--- src/rtl/lb_pkg.sv ---
package lb_pkg;

    localparam int LB_BYTE_W = 8;

    typedef enum logic [2:0] {
        ST_IDLE,
        ST_ADDR,
        ST_AACK,
        ST_TX,
        ST_MACK,
        ST_NEXT,
        ST_SKIP
    } lb_state_t;

endpackage

--- src/rtl/lb_sync.sv ---
module lb_sync #(
    parameter int STAGES = 2
) (
    input  logic clk,
    input  logic rst_n,
    input  logic scl_i,
    input  logic sda_i,
    output logic sda_s,
    output logic scl_rise,
    output logic scl_fall,
    output logic start_det,
    output logic stop_det
);
    localparam int LINES = 2;

    logic [LINES-1:0]             raw;
    logic [LINES-1:0][STAGES-1:0] pipe;
    logic                         scl_s;
    logic                         scl_q;
    logic                         sda_q;

    assign raw = {scl_i, sda_i};

    // one synchronizer chain per bus line, idle level is high
    for (genvar g = 0; g < LINES; g++) begin : g_line
        always_ff @(posedge clk or negedge rst_n) begin
            if (!rst_n) begin
                pipe[g] <= '1;
            end else begin
                pipe[g] <= {pipe[g][STAGES-2:0], raw[g]};
            end
        end
    end

    assign scl_s = pipe[1][STAGES-1];
    assign sda_s = pipe[0][STAGES-1];

    always_ff @(posedge clk or negedge rst_n) begin
        if (!rst_n) begin
            scl_q <= 1'b1;
            sda_q <= 1'b1;
        end else begin
            scl_q <= scl_s;
            sda_q <= sda_s;
        end
    end

    assign scl_rise  = scl_s & ~scl_q;
    assign scl_fall  = ~scl_s & scl_q;
    assign start_det = scl_s & scl_q & sda_q & ~sda_s;
    assign stop_det  = scl_s & scl_q & ~sda_q & sda_s;

endmodule

--- src/rtl/lb_banks.sv ---
module lb_banks #(
    parameter int BYTES = 5,
    parameter int BW    = 8,
    parameter int IDXW  = 3
) (
    input  logic              clk,
    input  logic              rst_n,
    input  logic [BYTES*BW-1:0] line_word,
    input  logic              line_ok,
    input  logic              owned,
    input  logic              consume,
    input  logic [IDXW-1:0]   byte_idx,
    output logic [BW-1:0]     tx_byte,
    output logic              flag,
    output logic [BYTES*BW-1:0] xfer
);
    localparam int W = BYTES * BW;

    logic [W-1:0] cap;
    logic         pend;
    logic         do_copy;

    // copy waits while the slave holds the bus; owned drops at START/STOP
    assign do_copy = pend & ~owned;

    always_ff @(posedge clk or negedge rst_n) begin
        if (!rst_n) begin
            cap  <= '1;
            xfer <= '1;
            pend <= 1'b0;
            flag <= 1'b0;
        end else begin
            if (do_copy) begin
                xfer <= cap;
                flag <= 1'b1;
                pend <= 1'b0;
            end else if (consume) begin
                flag <= 1'b0;
            end
            if (line_ok) begin
                cap  <= line_word;
                pend <= 1'b1;
            end
        end
    end

    always_comb begin
        tx_byte = '1;
        if (flag) begin
            for (int i = 0; i < BYTES; i++) begin
                if (int'(byte_idx) == i) begin
                    tx_byte = xfer[W-1-BW*i -: BW];
                end
            end
        end
    end

endmodule

--- src/rtl/lb_slave_fsm.sv ---
module lb_slave_fsm
    import lb_pkg::*;
#(
    parameter logic [5:0] ADDR_HI = 6'b010001,
    parameter int         BYTES   = 5,
    parameter int         IDXW    = 3
) (
    input  logic            clk,
    input  logic            rst_n,
    input  logic            sda_s,
    input  logic            scl_rise,
    input  logic            scl_fall,
    input  logic            start_det,
    input  logic            stop_det,
    input  logic            addr_sel,
    input  logic [LB_BYTE_W-1:0] tx_byte,
    output logic            sda_oe,
    output logic            owned,
    output logic            consume,
    output logic [IDXW-1:0] byte_idx,
    output lb_state_t       state
);
    localparam int BW = LB_BYTE_W;
    localparam int CW = $clog2(BW + 1);
    localparam logic [CW-1:0]   LAST_BIT  = CW'(BW - 1);
    localparam logic [CW-1:0]   ADDR_DONE = CW'(BW);
    localparam logic [IDXW-1:0] IDX_MAX   = IDXW'(BYTES);
    localparam logic [IDXW-1:0] IDX_FINAL = IDXW'(BYTES - 1);

    lb_state_t     nxt;
    logic [BW-1:0] sh;
    logic [CW-1:0] bitcnt;
    logic          addr_hit;

    assign addr_hit = (sh[BW-1:1] == {ADDR_HI, addr_sel}) && sh[0];

    // next state
    always_comb begin
        nxt = state;
        if (stop_det) begin
            nxt = ST_IDLE;
        end else if (start_det) begin
            nxt = ST_ADDR;
        end else begin
            unique case (state)
                ST_IDLE: nxt = ST_IDLE;
                ST_ADDR: if (scl_fall && bitcnt == ADDR_DONE)
                             nxt = addr_hit ? ST_AACK : ST_SKIP;
                ST_AACK: if (scl_fall) nxt = ST_TX;
                ST_TX:   if (scl_fall && bitcnt == LAST_BIT) nxt = ST_MACK;
                ST_MACK: if (scl_rise) nxt = sda_s ? ST_SKIP : ST_NEXT;
                ST_NEXT: if (scl_fall) nxt = ST_TX;
                ST_SKIP: nxt = ST_SKIP;
                default: nxt = ST_IDLE;
            endcase
        end
    end

    // state register
    always_ff @(posedge clk or negedge rst_n) begin
        if (!rst_n) state <= ST_IDLE;
        else        state <= nxt;
    end

    // shift, counters and ownership
    always_ff @(posedge clk or negedge rst_n) begin
        if (!rst_n) begin
            sh       <= '0;
            bitcnt   <= '0;
            byte_idx <= '0;
            owned    <= 1'b0;
        end else if (stop_det) begin
            owned <= 1'b0;
        end else if (start_det) begin
            owned    <= 1'b0;
            bitcnt   <= '0;
            byte_idx <= '0;
        end else begin
            unique case (state)
                ST_ADDR: begin
                    if (scl_rise && bitcnt != ADDR_DONE) begin
                        sh     <= {sh[BW-2:0], sda_s};
                        bitcnt <= bitcnt + 1'b1;
                    end
                    if (nxt == ST_AACK) owned <= 1'b1;
                end
                ST_AACK, ST_NEXT: begin
                    if (scl_fall) begin
                        sh     <= tx_byte;
                        bitcnt <= '0;
                    end
                end
                ST_TX: begin
                    if (scl_fall) begin
                        if (bitcnt == LAST_BIT) begin
                            if (byte_idx != IDX_MAX) byte_idx <= byte_idx + 1'b1;
                        end else begin
                            sh     <= {sh[BW-2:0], 1'b1};
                            bitcnt <= bitcnt + 1'b1;
                        end
                    end
                end
                ST_IDLE, ST_MACK, ST_SKIP: ;
                default: ;
            endcase
        end
    end

    // outputs
    always_comb begin
        sda_oe  = 1'b0;
        consume = 1'b0;
        unique case (state)
            ST_AACK: sda_oe = 1'b1;
            ST_TX: begin
                sda_oe  = ~sh[BW-1];
                consume = scl_fall && (bitcnt == LAST_BIT) && (byte_idx == IDX_FINAL)
                          && !stop_det && !start_det;
            end
            ST_IDLE, ST_ADDR, ST_MACK, ST_NEXT, ST_SKIP: sda_oe = 1'b0;
            default: sda_oe = 1'b0;
        endcase
    end

endmodule

--- src/rtl/linebuf_i2c_rd.sv ---
module linebuf_i2c_rd
    import lb_pkg::*;
#(
    parameter logic [5:0] ADDR_HI     = 6'b010001,
    parameter int         NUM_BYTES   = 5,
    parameter int         SYNC_STAGES = 2
) (
    input  logic                           clk,
    input  logic                           rst_n,
    input  logic [NUM_BYTES*LB_BYTE_W-1:0] line_word,
    input  logic                           line_ok,
    input  logic                           addr_sel,
    input  logic                           scl_i,
    input  logic                           sda_i,
    output logic                           sda_oe,
    output logic                           new_data
);
    localparam int IDXW = $clog2(NUM_BYTES + 1);

    logic                           sda_s;
    logic                           scl_rise;
    logic                           scl_fall;
    logic                           start_det;
    logic                           stop_det;
    logic                           bus_owned;
    logic                           consume;
    logic [IDXW-1:0]                byte_idx;
    logic [LB_BYTE_W-1:0]           tx_byte;
    logic [NUM_BYTES*LB_BYTE_W-1:0] xfer_bank;
    lb_state_t                      fsm_state;

    lb_sync #(.STAGES(SYNC_STAGES)) u_sync (
        .clk       (clk),
        .rst_n     (rst_n),
        .scl_i     (scl_i),
        .sda_i     (sda_i),
        .sda_s     (sda_s),
        .scl_rise  (scl_rise),
        .scl_fall  (scl_fall),
        .start_det (start_det),
        .stop_det  (stop_det)
    );

    lb_slave_fsm #(.ADDR_HI(ADDR_HI), .BYTES(NUM_BYTES), .IDXW(IDXW)) u_fsm (
        .clk       (clk),
        .rst_n     (rst_n),
        .sda_s     (sda_s),
        .scl_rise  (scl_rise),
        .scl_fall  (scl_fall),
        .start_det (start_det),
        .stop_det  (stop_det),
        .addr_sel  (addr_sel),
        .tx_byte   (tx_byte),
        .sda_oe    (sda_oe),
        .owned     (bus_owned),
        .consume   (consume),
        .byte_idx  (byte_idx),
        .state     (fsm_state)
    );

    lb_banks #(.BYTES(NUM_BYTES), .BW(LB_BYTE_W), .IDXW(IDXW)) u_banks (
        .clk       (clk),
        .rst_n     (rst_n),
        .line_word (line_word),
        .line_ok   (line_ok),
        .owned     (bus_owned),
        .consume   (consume),
        .byte_idx  (byte_idx),
        .tx_byte   (tx_byte),
        .flag      (new_data),
        .xfer      (xfer_bank)
    );

endmodule

--- config.mk ---
export PLATFORM = sky130hd
export DESIGN_NAME = linebuf_i2c_rd
export DESIGN_NICKNAME = d
export VERILOG_FILES = /design/src/rtl/lb_pkg.sv /design/src/rtl/lb_sync.sv /design/src/rtl/lb_banks.sv /design/src/rtl/lb_slave_fsm.sv /design/src/rtl/linebuf_i2c_rd.sv
export SDC_FILE = /design/constraint.sdc
export NUM_CORES = 1
export LEC_CHECK = 0
export CORE_MARGIN = 2
export CORE_UTILIZATION = 30
export DETAILED_ROUTE_END_ITERATION = 8
export GPL_ROUTABILITY_DRIVEN = 1
export PLACE_DENSITY_LB_ADDON = 0.25
export SLEW_MARGIN = 20
export SYNTH_ARGS = -nofsm -noshare
export SYNTH_HDL_FRONTEND = slang
export SYNTH_HIERARCHICAL = 1
export SYNTH_SLANG_ARGS = --single-unit
--- constraint.sdc ---
create_clock -name clk -period 2.2 [get_ports clk]
set_input_delay 0.66 -clock clk [delete_from_list [all_inputs] [get_ports clk]]
set_output_delay 0.66 -clock clk [all_outputs]
set_load 0.03 [all_outputs]
==> reports/metrics.csv, run 1 <==
stage,metric,value,unit
worst_setup_path,Critical Path RT,1.54,ns
detailed_routing,Iter 0 DRT Violations,170,
clock_network,CTS Sinks,107,
worst_setup_path,CP max-delay cell,clkdlybuf4s50_1,
hold_path,Min-Delay Startpoint,u_sync/pipe[0],
detailed_routing,via count,3209,
clock_network,root buffer cell,clkbuf_16,
yosys,cell taking the most area after synthesis,dfstp_2,
yosys,post-synthesis register bit count,107,
worst_setup_path,largest delay contributor family on the critical path,buffers and inverters,
clock_network,Clock Latency Late Sink,0.35,ns
yosys,synth unique cells,56,
worst_setup_path,CP max stage delay,0.70,ns
yosys,Mapped Area,5150,sq um
floorplan,IO Count,48,
worst_setup_path,Reg-to-Reg Start,u_sync/pipe[3],
clock_network,maximum buffer depth of the clock tree,2,
worst_setup_path,Crit Path Max Fanout,2,
global_routing,largest net degree at the start of global routing,42,
cells_and_area,fin nets,480,
clock_network,CTS tree,built,
power_and_ir_drop,Leakage Power,2.46,nW
global_routing,initial antenna violation count,0,
detailed_routing,DRC viols,0,
timing,worst slew margin relative to its limit,69.6,%
yosys,number of synthesized flops with an enable pin,0,
timing,setup tns final,0,ns
worst_setup_path,Buf/Inv on CP,1,
cells_and_area,antenna cells,0,
clock_network,Clock transition at path regs,0.07,ns
worst_setup_path,crit path cell chain,clkdlybuf4s50_1,
floorplan,DIE AREA,18200,sq um
power_and_ir_drop,Max rail drop VDD,0.000408,V
detailed_routing,post-route ant nets,0,
timing,count of final hold-check violations,0,
timing,FMAX,473,MHz
yosys,ys flop type,dfstp_2,
clock_network,hold buffers post-CTS,0,
yosys,sequential area share after synthesis,54.0,%
detailed_routing,DRT Wirelength,10600,um
timing,period utilization,96.1,%
yosys,Yosys top cell area share,43.8,%
timing,RSZ-0062 raised after global routing,false,
clock_network,Inserted Clock Buffers,9,
worst_setup_path,CP Launch Type,flop,
placed_design,count of input and output buffers,47,
worst_setup_path,crit path from,u_banks/flag,
timing,setup ws final,0.0855,ns
yosys,"Warnings, synthesis",6,
yosys,syn avg cell area,13.9,sq um
global_routing,vias in the first global route,3315,
timing,skew final,0.00790,ns
global_routing,Global Route Usage Sum,12.6,%
yosys,synthesized instance count,372,
yosys,synthesized net count,423,
cells_and_area,layout cells sized above 1,39.9,%
floorplan,DIE HEIGHT,135,um
timing,Final Max Tran Viols,0,
worst_setup_path,Setup CP Type,flop to primary output,
clock_network,CTS H-tree depth,3,
timing,Final setup viols,0,
placed_design,routability cong.,0.835,
global_routing,GRT overflow,0,
cells_and_area,fill count,1599,
placed_design,DP Worst Slack,0.0784,ns
floorplan,die width,135,um
detailed_routing,drt pass-1 iters,4,
floorplan,total core area,16700,sq um
job,max cap viols,0,
placed_design,HPWL after DPL,7550,um
floorplan,Initial Utilization,30.9,%
yosys,"top cells by area, synth","dfstp_2, mux2_1, dfrtp_1",
timing,minimum clock period,2.11,ns
worst_setup_path,Critical Path End Type,primary output,
outcome,status,"complete, no violations",
hold_path,Hold WC Path Type,flop to flop,
power_and_ir_drop,power density cells,917,nW/um^2
global_routing,global-route wire length before repair,17900,um
detailed_routing,Vias/cell,4.91,
detailed_routing,drt wl/cell,16.2,um
cells_and_area,area grow syn2layout,22.0,%
floorplan,row count,47,
power_and_ir_drop,PnR Total Power,5.76,mW
yosys,Post-synth ARST share,100,%
worst_setup_path,Critical Path AT,1.45,ns
clock_network,Post-CTS Setup Bufs,0,
timing,Slew @ Worst Pin,0.454,ns
stage by stage:
stage                     cells  instance area (sq um)  hold slack [ns]  utilization [%]
after floorplan             372                   5150            0.345                -
after global placement      638                   5980            0.346             35.8
after detailed placement    638                   5980            0.347             35.8
after CTS                   654                   6280            0.358             37.6
after global routing        654                   6290            0.364             37.6
final                       654                   6290            0.357             37.6
cell usage after synthesis, types with 5 or more instances:
cell type	n
o21ai_0	5
dfrtp_1	21
a31oi_1	5
clkbuf_1	7
ha_1	5
nand3b_1	5
mux2i_1	8
mux2_2	29
nand2b_1	10
a211o_1	8
mux2_1	66
inv_1	8
buf_6	5
nor2b_1	9
nor2_1	5
dfstp_2	86
buf_2	6
nor4b_2	8
a221oi_1	9
nand3_1	5
metal layers:
layer	vias to the layer above	share of wire (%)	global-route usage [%]
met5	-	0	0
met4	0	1.4	4.80
met3	9	4.1	2.89
met2	73	47	19.9
met1	1630	47	16.7
li1	1497	-	-
where the power goes:
part	leakage, nW	internal [mW]	total [mW]	switching [mW]
clock network	0.151	0.900	1.66	0.762
logic	1.13	0.663	1.18	0.516
registers	1.17	2.61	2.92	0.313
cells in the final DEF (no fill, tap or decap), types with 7 or more instances in the layout:
master,count
nor4b_2,8
inv_1,8
a211o_1,8
dfrtp_1,20
buf_4,19
clkdlybuf4s50_1,44
clkbuf_16,9
mux2_2,29
mux2_1,66
nand2b_1,10
a221oi_1,9
dfstp_2,86
nor2b_1,7
mux2i_1,8
cell families (layout without fill, tap and decap cells):
family                     count (synthesis)  in the layout  share of synthesized area (%)
adders and majority gates                  5              5                           1.21
xor gates and xnor gates                   1              1                          0.170
DFF                                      107            107                           54.0
buffers and inverters                     32             94                           3.50
and+or+nand+nor                           72             72                           10.7
muxes                                    103            103                           22.3
AOI/OAI and AO/OA                         52             52                           8.06
path summary, 6_finish.rpt:
kind / end / slack [ns] / depth (start not counted)
max: new_data / 0.09 / 1
min in group asynchronous: u_banks/xfer[37] / 0.48 / 1
max reg2reg: u_fsm/sh[2] / 0.13 / 5
min: u_sync/sda_s / 0.36 / 0
min reg2reg: u_sync/sda_s / 0.36 / 0
max in group asynchronous: u_sync/sda_q / 1.35 / 2
state kept, by name (all words and copies together) (netlist names):
register and cells:
u_banks/cap 40, u_banks/flag 1, u_banks/pend 1, u_banks/xfer 40, u_fsm/bitcnt 4, u_fsm/byte_idx 3, u_fsm/owned 1, u_fsm/sh 8
u_fsm/state 3, u_sync/pipe 3, u_sync/scl_q 1, u_sync/sda_q 1, u_sync/sda_s 1
cell type report:
class | count | area (sq um) | share of cell area, %
Clock inverter | 6 | 71.3 | 1.13
Tap cell | 220 | 275 | 4.38
Timing Repair Buffer | 69 | 688 | 10.9
Sequential cell | 107 | 2790 | 44.3
Multi-Input combinational cell | 233 | 2200 | 35.0
Clock buffer | 10 | 229 | 3.64
Inverter | 9 | 33.8 | 0.537
what timing repair did:
item | CTS | global route
gates resized for setup | 0 | 3
setup endpoints to repair | 0 | 5
endpoints found under the hold margin | 0 | 0
Note: power is estimated with default switching activity, not from simulation.
==> run 2, diff against run 1 <==
- TNS_END_PERCENT: default -> 1
==> reports/metrics.csv, run 2 (synthesis results as in run 1) <==
stage,metric,value,unit,change
outcome,status,"complete, no violations",,
global_routing,initial antenna violation count,0,,unchanged
power_and_ir_drop,combinational share of power,20.5,%,about the same
clock_network,Inserted Clock Buffers,9,,unchanged
placed_design,routability cong.,0.835,,unchanged
timing,setup tns final,0,ns,unchanged
placed_design,count of input and output buffers,47,,unchanged
global_routing,GRT overflow,0,,unchanged
detailed_routing,Vias/cell,4.91,,unchanged
worst_setup_path,CP Depth,1,,unchanged
timing,Final Max Tran Viols,0,,unchanged
cells_and_area,area grow syn2layout,21.9,%,about the same
timing,period utilization,96.1,%,about the same
floorplan,total core area,16700,sq um,unchanged
worst_setup_path,Critical Path End Type,primary output,,
detailed_routing,DRT Wirelength,10600,um,about the same
clock_network,Clock transition at path regs,0.07,ns,about the same
cells_and_area,area occupied by registers,2790,sq um,about the same
cells_and_area,"Cell Count, Final, Fillers Out",654,,unchanged
clock_network,Clock Latency Late Sink,0.35,ns,about the same
worst_setup_path,crit path cell chain,clkdlybuf4s50_1,,
power_and_ir_drop,power share of the clock group,28.9,%,about the same
detailed_routing,Iter 0 DRT Violations,165,,-2.9%
timing,final hold slack,0.357,ns,-0.00000200 ns
clock_network,root buffer cell,clkbuf_16,,
worst_setup_path,Crit Path Max Fanout,2,,unchanged
detailed_routing,drt pass-1 iters,4,,unchanged
placed_design,DP Worst Slack,0.0784,ns,unchanged
global_routing,Global Route Usage Sum,12.6,%,unchanged
worst_setup_path,Setup CP Type,flop to primary output,,
timing,skew final,0.00790,ns,+0.0000000600 ns
cells_and_area,biggest regs,"u_banks/cap (40), u_banks/xfer (40), u_fsm/sh (8)",,
timing,setup ws final,0.0856,ns,+0.000120 ns
placed_design,Cells after DPL,638,,unchanged
timing,FMAX,473,MHz,about the same
cells_and_area,"most common cell after layout, fill and taps aside",dfstp_2,,
hold_path,Cells on Worst Hold Path,0,,unchanged
clock_network,CTS H-tree depth,3,,unchanged
floorplan,Initial Utilization,30.9,%,unchanged
worst_setup_path,reg2reg setup slack,0.11,ns,-0.02 ns
cells_and_area,fill count,1597,,-0.13%
power_and_ir_drop,Net Switching,1.59,mW,-0.15%
timing,Final setup viols,0,,unchanged
worst_setup_path,R2R depth,6,,+1
floorplan,DIE AREA,18200,sq um,unchanged
power_and_ir_drop,Max rail drop VDD,0.000408,V,about the same
worst_setup_path,Buf/Inv on CP,1,,unchanged
cells_and_area,fin nets,480,,unchanged
timing,worst slew margin relative to its limit,69.6,%,about the same
power_and_ir_drop,Seq pwr share,50.7,%,about the same
placed_design,HPWL after DPL,7550,um,unchanged
power_and_ir_drop,power density cells,916,nW/um^2,about the same
global_routing,largest net degree at the start of global routing,42,,unchanged
cells_and_area,most frequent cells in the layout,"dfstp_2, mux2_1, clkdlybuf4s50_1",,
global_routing,vias in the first global route,3315,,unchanged
timing,minimum clock period,2.11,ns,-0.000120 ns
global_routing,global-route wire length before repair,17900,um,unchanged
detailed_routing,via count,3209,,unchanged
timing,Slew @ Worst Pin,0.454,ns,-0.0000303 ns
cells_and_area,antenna cells,0,,unchanged
cells_and_area,layout cells sized above 1,39.6,%,-0.23 points
cells_and_area,multi-input logic area,2200,sq um,unchanged
floorplan,row count,47,,unchanged
clock_network,CTS tree,built,,
clock_network,CTS Sinks,107,,unchanged
worst_setup_path,CP max stage delay,0.70,ns,about the same
floorplan,die width,135,um,unchanged
detailed_routing,post-route ant nets,0,,unchanged
floorplan,DIE HEIGHT,135,um,unchanged
timing,RSZ-0062 raised after global routing,true,,
floorplan,IO Count,48,,unchanged
power_and_ir_drop,sw frac,27.6,%,about the same
timing,count of final hold-check violations,0,,unchanged
power_and_ir_drop,P_int,4.17,mW,about the same
cells_and_area,fin util,37.6,%,about the same
worst_setup_path,Critical Path RT,1.54,ns,about the same
worst_setup_path,Critical Path AT,1.45,ns,about the same
worst_setup_path,CP max-delay cell,clkdlybuf4s50_1,,
detailed_routing,DRC viols,0,,unchanged
detailed_routing,drt wl/cell,16.2,um,about the same
job,max cap viols,0,,unchanged
power_and_ir_drop,Leakage Power,2.46,nW,about the same
clock_network,maximum buffer depth of the clock tree,2,,unchanged
worst_setup_path,largest delay contributor family on the critical path,buffers and inverters,,
worst_setup_path,CP Launch Type,flop,,
hold_path,Hold WC Path Type,flop to flop,,
==> run 2: changes by cell type in the layout (fill, tap and decap cells not counted) <==
cell / before / now
dfrtp_1: 20 / 21
dfrtp_2: 1 / 0
==> run 2: final timing paths <==
check | startpoint | end
worst max register to register | u_fsm/bitcnt[0] | u_fsm/sh[2]
worst min register to register | u_sync/pipe[0] | u_sync/sda_s
worst min-delay path | u_sync/pipe[0] | u_sync/sda_s
min in group asynchronous | rst_n | u_banks/xfer[37]
worst max-delay path | u_banks/flag | new_data
max in group asynchronous | rst_n | u_sync/sda_q
==> run 2: final cells by class <==
class                   count  share of cell area (%)
flip-flops and latches    107                    44.3
multi-input cells         233                    35.1
repair buffers             69                    10.9
inverters                   9                   0.537
well taps                 220                    4.38
clock inverters             6                    1.13
clock buffers              10                    3.64
==> run 2: power groups by stage <==
stage               combinational (mW)  sequential, mW  clock (mW)
floorplan                        0.867            2.80           0
CTS                               1.19            2.92        1.72
finish                            1.18            2.92        1.66
global route                      1.30            2.99        1.80
detailed placement                1.19            2.95           0
global placement                  1.17            2.94           0
==> run 2: timing repair <==
item                                    in CTS  in global routing
gates resized for setup                      0                  2
endpoints found under the hold margin        0                  0
endpoints found under the setup margin       0                  5
hold buffers                                 0                  0
buffers inserted                             0                  0
==> run 2: stage by stage <==
stage,total power [mW],area [sq um]
final,5.76,6290
after global routing,6.10,6290
after CTS,5.83,6280
after detailed placement,4.14,5980
after global placement,4.10,5980
after floorplan,3.67,5150
==> run 2: per-layer routing <==
metal  vias up  GRT usage [%]  routed length (um)
met5         -              0                   0
met1      1634           16.7                4980
met2        68           19.9                5040
met3         9           2.89                 417
met4         0           4.80                 148
li1       1498              -                   -
==> run 3, diff against run 2 <==
- CORE_MARGIN: 2 -> 1
==> reports/metrics.csv, run 3 (synthesis results as in run 1) <==
stage,metric,value,unit,change
outcome,status,"complete, no violations",,
timing,setup ws final,0.0828,ns,-0.00275 ns
timing,skew final,0.00791,ns,+0.00000966 ns
worst_setup_path,Critical Path End Type,primary output,,
cells_and_area,area grow syn2layout,23.4,%,
global_routing,initial antenna violation count,0,,unchanged
detailed_routing,Vias/cell,4.86,,-0.97%
power_and_ir_drop,Net Switching,1.61,mW,+1.2%
global_routing,Global Route Usage Sum,13.2,%,+0.67 points
clock_network,Clock transition at path regs,0.07,ns,about the same
floorplan,die width,133,um,-1.5%
detailed_routing,Iter 0 DRT Violations,176,,+6.7%
worst_setup_path,largest delay contributor family on the critical path,buffers and inverters,,
detailed_routing,post-route ant nets,0,,unchanged
cells_and_area,antenna cells,0,,unchanged
detailed_routing,drt pass-1 iters,4,,unchanged
floorplan,total core area,16700,sq um,unchanged
floorplan,Initial Utilization,30.9,%,unchanged
detailed_routing,DRT Wirelength,10700,um,+1.2%
worst_setup_path,crit path cell chain,clkdlybuf4s50_1,,
global_routing,vias in the first global route,3331,,+0.48%
detailed_routing,via count,3178,,-0.97%
cells_and_area,most frequent cells in the layout,"dfstp_2, mux2_1, clkdlybuf4s50_1",,
placed_design,routability cong.,0.822,,-1.5%
cells_and_area,area occupied by registers,2790,sq um,about the same
worst_setup_path,reg2reg setup slack,0.09,ns,-0.02 ns
power_and_ir_drop,Max rail drop VDD,0.000469,V,+15%
hold_path,Hold WC Path Type,flop to flop,,
detailed_routing,DRC viols,0,,unchanged
cells_and_area,"most common cell after layout, fill and taps aside",dfstp_2,,
clock_network,Clock Latency Late Sink,0.36,ns,about the same
cells_and_area,biggest regs,"u_banks/cap (40), u_banks/xfer (40), u_fsm/sh (8)",,
power_and_ir_drop,power density cells,950,nW/um^2,+3.7%
cells_and_area,multi-input logic area,2210,sq um,+0.23%
timing,Final setup viols,0,,unchanged
power_and_ir_drop,Seq pwr share,48.4,%,-2.3 points
timing,FMAX,472,MHz,-0.13%
timing,minimum clock period,2.12,ns,+0.00275 ns
power_and_ir_drop,Leakage Power,2.49,nW,+1.1%
worst_setup_path,Setup CP Type,flop to primary output,,
timing,count of final hold-check violations,0,,unchanged
worst_setup_path,Critical Path AT,1.46,ns,about the same
placed_design,count of input and output buffers,47,,unchanged
clock_network,root buffer cell,clkbuf_16,,
clock_network,Inserted Clock Buffers,9,,unchanged
cells_and_area,fin nets,480,,unchanged
placed_design,DP Worst Slack,0.0361,ns,-0.0423 ns
clock_network,CTS tree,built,,
global_routing,GRT overflow,0,,unchanged
floorplan,row count,47,,unchanged
clock_network,CTS Sinks,107,,unchanged
cells_and_area,layout cells sized above 1,40.3,%,+0.69 points
power_and_ir_drop,power share of the clock group,31.9,%,+3.0 points
worst_setup_path,CP max stage delay,0.69,ns,about the same
floorplan,IO Count,48,,unchanged
detailed_routing,drt wl/cell,16.4,um,+1.2%
global_routing,global-route wire length before repair,18100,um,+1.0%
power_and_ir_drop,combinational share of power,19.7,%,-0.8 points
worst_setup_path,Crit Path Max Fanout,2,,unchanged
worst_setup_path,Critical Path RT,1.54,ns,about the same
worst_setup_path,R2R depth,5,,-1
global_routing,largest net degree at the start of global routing,42,,unchanged
floorplan,DIE AREA,17700,sq um,-2.9%
worst_setup_path,CP max-delay cell,clkdlybuf4s50_1,,
timing,worst slew margin relative to its limit,56.0,%,-14 points
floorplan,DIE HEIGHT,133,um,-1.5%
clock_network,CTS H-tree depth,3,,unchanged
hold_path,Cells on Worst Hold Path,0,,unchanged
job,max cap viols,0,,unchanged
clock_network,maximum buffer depth of the clock tree,2,,unchanged
placed_design,HPWL after DPL,7580,um,+0.49%
worst_setup_path,CP Depth,1,,unchanged
timing,Final Max Tran Viols,0,,unchanged
worst_setup_path,Buf/Inv on CP,1,,unchanged
cells_and_area,fill count,1601,,+0.25%
placed_design,dpl cell area,5990,sq um,+0.21%
worst_setup_path,CP Launch Type,flop,,
timing,setup tns final,0,ns,unchanged
timing,Slew @ Worst Pin,0.658,ns,+0.204 ns
cells_and_area,final instance area,6360,sq um,+1.2%
power_and_ir_drop,sw frac,26.6,%,-1.0 points
timing,final hold slack,0.359,ns,+0.00198 ns
power_and_ir_drop,P_int,4.44,mW,+6.4%
timing,period utilization,96.2,%,+0.13 points
[run 3: cell count changes in the layout (fill, tap and decap cells not counted), sizes merged]
| cell | previous run | this run |
|---|---|---|
| inv | 11 | 10 |
| bufinv | 1 | 3 |
| clkinv | 3 | 2 |
[run 3: area by class of cell]
type | count | area share [%]
Clock buffer | 10 | 3.76
Sequential cell | 107 | 43.8
Clock inverter | 6 | 1.87
Multi-Input combinational cell | 233 | 34.7
Tap cell | 220 | 4.33
Timing Repair Buffer | 69 | 11.0
Inverter | 9 | 0.531
[run 3: repair_timing]
| item | CTS | global route |
|---|---|---|
| endpoints found under the setup margin | 0 | 9 |
| gates resized for setup | 0 | 4 |
| hold buffers | 0 | 0 |
| hold endpoints to repair | 0 | 0 |
| setup buffers | 0 | 0 |
[run 3: routing by layer]
layer | share of wire, % | global-route usage, %
met2 | 47 | 20.1
met3 | 3.1 | 2.80
met4 | 1.6 | 5.36
met5 | 0 | 0
met1 | 48 | 18.2
[run 3: path summary, 6_finish.rpt]
kind | endpoint | start
worst max-delay path | new_data | u_banks/flag
max in group asynchronous | u_banks/xfer[1] | rst_n
min in group asynchronous | u_banks/cap[24] | rst_n
worst min register to register | u_sync/pipe[3] | u_sync/pipe[2]
worst min-delay path | u_sync/pipe[3] | u_sync/pipe[2]
worst max register to register | u_fsm/sh[5] | u_sync/pipe[3]
[run 3: metrics by stage]
step / cells / total power [mW] / utilization, %
2_1_floorplan: 372 / 3.67 / -
3_3_place_gp: 638 / 4.13 / 35.9
3_5_place_dp: 638 / 4.15 / 35.9
4_1_cts: 654 / 6.12 / 38.0
5_1_grt: 654 / 6.39 / 38.1
6_report: 654 / 6.05 / 38.1
[run 3: power by group through the flow]
stage,Combinational [mW],Clock [mW],Sequential (mW)
6_report,1.19,1.93,2.92
2_1_floorplan,0.867,0,2.80
3_3_place_gp,1.18,0,2.95
3_5_place_dp,1.20,0,2.95
4_1_cts,1.20,2.00,2.93
5_1_grt,1.32,2.08,2.99
